<file path="src/rtl/mag_cmp_pkg.sv">
package mag_cmp_pkg;
  localparam int unsigned NIB_W = 4;

  typedef struct packed {
    logic above;
    logic below;
    logic same;
  } cmp_flags_t;

  localparam cmp_flags_t FLAGS_TIE_EQUAL = '{above: 1'b0, below: 1'b0, same: 1'b1};
endpackage

</file>
<file path="src/rtl/mag_cmp_scan.sv">
// Finds the most significant differing bit pair and which word holds the 1.
module mag_cmp_scan #(
  parameter int unsigned W = 4
) (
  input  logic [W-1:0] a_bits,
  input  logic [W-1:0] b_bits,
  output logic         differs,
  output logic         a_wins
);
  always_comb begin
    differs = 1'b0;
    a_wins  = 1'b0;
    // Walk upward so the highest differing position is the last one written.
    for (int i = 0; i < W; i++) begin
      if (a_bits[i] != b_bits[i]) begin
        differs = 1'b1;
        a_wins  = a_bits[i];
      end
    end
  end
endmodule

</file>
<file path="src/rtl/mag_cmp_resolve.sv">
// Resolution of the cascade code when the local words tie.
module mag_cmp_resolve
  import mag_cmp_pkg::*;
(
  input  cmp_flags_t casc,
  output cmp_flags_t tie_out
);
  always_comb begin
    if (casc.same) begin
      tie_out = '{above: 1'b0, below: 1'b0, same: 1'b1};
    end else if (casc.above && casc.below) begin
      tie_out = '{above: 1'b0, below: 1'b0, same: 1'b0};
    end else if (!casc.above && !casc.below) begin
      tie_out = '{above: 1'b1, below: 1'b1, same: 1'b0};
    end else begin
      tie_out = casc;
    end
  end
endmodule

</file>
<file path="src/rtl/mag_cmp_slice.sv">
module mag_cmp_slice
  import mag_cmp_pkg::*;
(
  input  logic [NIB_W-1:0] a_nib,
  input  logic [NIB_W-1:0] b_nib,
  input  logic             casc_above,
  input  logic             casc_below,
  input  logic             casc_same,
  output logic             out_above,
  output logic             out_below,
  output logic             out_same
);
  logic       differs;
  logic       a_wins;
  cmp_flags_t casc_in;
  cmp_flags_t tie_res;

  assign casc_in = '{above: casc_above, below: casc_below, same: casc_same};

  mag_cmp_scan #(.W(NIB_W)) scan_i (
    .a_bits  (a_nib),
    .b_bits  (b_nib),
    .differs (differs),
    .a_wins  (a_wins)
  );

  mag_cmp_resolve resolve_i (
    .casc    (casc_in),
    .tie_out (tie_res)
  );

  always_comb begin
    if (differs) begin
      out_above = a_wins;
      out_below = ~a_wins;
      out_same  = 1'b0;
    end else begin
      out_above = tie_res.above;
      out_below = tie_res.below;
      out_same  = tie_res.same;
    end
  end
endmodule

</file>
<file path="src/rtl/mag_cmp_chain.sv">
module mag_cmp_chain
  import mag_cmp_pkg::*;
#(
  parameter int unsigned SLICES = 3
) (
  input  logic [NIB_W*SLICES-1:0] a_word,
  input  logic [NIB_W*SLICES-1:0] b_word,
  output logic                    a_above,
  output logic                    a_below,
  output logic                    a_same
);
  cmp_flags_t link [0:SLICES];

  assign link[0] = FLAGS_TIE_EQUAL;

  for (genvar k = 0; k < SLICES; k++) begin : g_slice
    mag_cmp_slice slice_i (
      .a_nib      (a_word[k*NIB_W +: NIB_W]),
      .b_nib      (b_word[k*NIB_W +: NIB_W]),
      .casc_above (link[k].above),
      .casc_below (link[k].below),
      .casc_same  (link[k].same),
      .out_above  (link[k+1].above),
      .out_below  (link[k+1].below),
      .out_same   (link[k+1].same)
    );
  end

  assign a_above = link[SLICES].above;
  assign a_below = link[SLICES].below;
  assign a_same  = link[SLICES].same;
endmodule

</file>
<file path="config.mk">
export PLATFORM = sky130hd
export DESIGN_NAME = mag_cmp_chain
export DESIGN_NICKNAME = d
export VERILOG_FILES = /design/src/rtl/mag_cmp_pkg.sv /design/src/rtl/mag_cmp_scan.sv /design/src/rtl/mag_cmp_resolve.sv /design/src/rtl/mag_cmp_slice.sv /design/src/rtl/mag_cmp_chain.sv
export SDC_FILE = /design/constraint.sdc
export NUM_CORES = 1
export LEC_CHECK = 0
export ABC_AREA = 1
export BUFFER_PORTS_ARGS = -buffer_cell sky130_fd_sc_hd__buf_2
export CAP_MARGIN = 10
export CORE_UTILIZATION = 30
export DETAILED_ROUTE_END_ITERATION = 12
export PLACE_DENSITY_LB_ADDON = 0.05
export SYNTH_ARGS = -nofsm -noshare
export SYNTH_HDL_FRONTEND = slang
export SYNTH_HIERARCHICAL = 1
export SYNTH_SLANG_ARGS = --single-unit
</file>
<file path="constraint.sdc">
create_clock -name vclk -period 1.6
set_input_delay 0.08 -clock vclk [all_inputs]
set_output_delay 0.08 -clock vclk [all_outputs]
set_load 0.005 [all_outputs]
</file>
==> impl_metrics.csv <==
group,metric,value,unit
finish,finalNetCount,163,
finish,fillCellCount,172,
pwr,power.leakage,0.472,nW
timing,setup_viol,0,
yosys,synth_warnings,6,
timing,timing.final.crit_share,0.890,
global_route,antenna_found_initial,0,
route,vias,590,
global_route,grt_usage,0.109,
setup_path,cp_max_fo,4,
placement,globalplace.congestion,0.664,
floorplan,initial_utilization,0.320,
finish,diodes,0,
setup_path,path_class,"primary input to primary output",
pwr,p_per_area,243,mW/mm^2
finish,drive_gt1_frac,0.313,
finish,syn_to_final_growth,32.3,%
route,wirelength,863,um
yosys,syn_area,477,sq um
pwr,finalPower,153,uW
pwr,vdd_drop_max,90.7,uV
timing,hold_viol_final,0,
setup_path,end_kind,"primary output",
route,drc_errors,0,
yosys,syn_inst,107,
placement,dpl.hpwl,786,um
finish,nFlopsAndLatches,0,
status,status,"completed",
route,viasPerCell,3.93,
floorplan,top_level_ports,27,
setup_path,path_cells,"buf_2 > inv_1 > ha_1 > inv_1 > nor2_1 > nand3_2 > nor2_2 > nor2_1 > nand2_1 > nand2_1 > nor2_1 > nand2_1 > nand2_1 > buf_2",
global_route,grt_max_degree,5,
floorplan,die_w,41.9,um
route,ant_nets,0,
run,drv_cap,0,
min_path,hp-class,"primary input to primary output",
route,firstDrtPassIters,4,
route,wl_per_cell,5.75,um
setup_path,critPathMostFrequentCell,"nand2_1",
finish,nClkBuffers,0,
timing,maxSlewViolCount,0,
finish,seq_area,0,sq um
setup_path,start_kind,"primary input",
setup_path,cp_slowest_cell,"ha_1",
floorplan,fp.dieH,41.9,um
global_route,grt-ovfl-total,0,
yosys,syn_avg_cell_area,4.46,sq um
route,drt_iter0_markers,7,
timing,layout_min_cycle_time,1.42,ns
placement,io_buffers,27,
yosys,ys_seq_area_frac,0,
yosys,synthDistinctLibCells,10,
min_path,worstHoldPathCells,6,
setup_path,crit_arrival,1.34,ns
timing,tns,0,ns
floorplan,dieArea,0.00175,sq mm
timing,max_freq,703,MHz
floorplan,rows,14,
global_route,grt_pass1_vias,481,
setup_path,cpPeakStageDelay,0.25,ns
timing,rsz0062_at_grt,"false",
floorplan,coreArea,0.00149,sq mm
global_route,grt_pass1_wl,1.66,mm
setup_path,required,1.52,ns
[kinds of logic after synthesis]
| logic type | synth area share |
|---|---|
| adder cells (fa/ha/maj) | 0.0787 |
| AO/OA/AOI/OAI | 0.110 |
| AND/OR/NAND/NOR | 0.488 |
| other | 0.0158 |
| buffers and inverters | 0.307 |
[routing by layer]
| metal | vias up | global-route usage | share of wire | wire (um) |
|---|---|---|---|---|
| met1 | 224 | 0.155 | 0.51 | 437 |
| met4 | 0 | 0.0129 | 0 | 0 |
| li1 | 350 | - | - | - |
| met5 | - | 0 | 0 | 0 |
| met3 | 0 | 0.00435 | 0.064 | 55 |
| met2 | 16 | 0.184 | 0.43 | 371 |
[what timing repair did]
item / in CTS / in global routing
resized for setup: 0 / 3
hold buffers: 0 / 0
buffers inserted: 0 / 0
setup endpoints to repair: 0 / 3
endpoints found under the hold margin: 0 / 0
[cell type report]
cell class	instances	area, sq um	share of cell area
inverters	33	124	0.196
well taps	16	20.0	0.0317
repair buffers	27	135	0.214
multi-input cells	74	352	0.558
[stage by stage]
step	utilization	setup slack [ns]	cells	instance area [sq um]	hold WS, ns
global placement	0.417	0.109	150	621	0.641
finish	0.424	0.177	150	631	0.627
detailed placement	0.417	0.0735	150	621	0.633
floorplan	-	0.199	110	488	0.410
global route	0.424	0.0112	150	631	0.686
CTS	0.417	0.0686	150	621	0.636
[where the power goes]
part / leakage, nW / switching, mW / internal (mW)
Combinational: 0.472 / 0.0833 / 0.0697
Sequential: 0 / 0 / 0
Clock: 0 / 0 / 0
[final timing paths]
kind,slack (ns),start,endpoint
worst max-delay path,0.18,b_word[0],a_above
worst min-delay path,0.63,a_word[11],a_above
[placed cells by master, fill, tap and decap left out, drive strengths merged]
cell and count:
conb 5, o21ai 3, inv 33, nor2 18, ha 3, nand3 6
nand2 36, a21oi 3, buf 27
[synth_stat cells]
cell	count	area [sq um]
nand2_1	36	135
inv_1	27	101
nor2_1	18	67.6
inv_2	6	22.5
nand3_1	6	30.0
a21oi_2	3	26.3
buf_4	3	22.5
ha_1	3	37.5
o21ai_2	3	26.3
conb_1	2	7.51
[critical path, delay by kind of cell]
family,cells,cell delay (ns)
adder cells (fa/ha/maj),1,0.25
buffers and inverters,4,0.23
AND/OR/NAND/NOR,9,0.78
No activity file was read; power rests on OpenSTA's default activity.
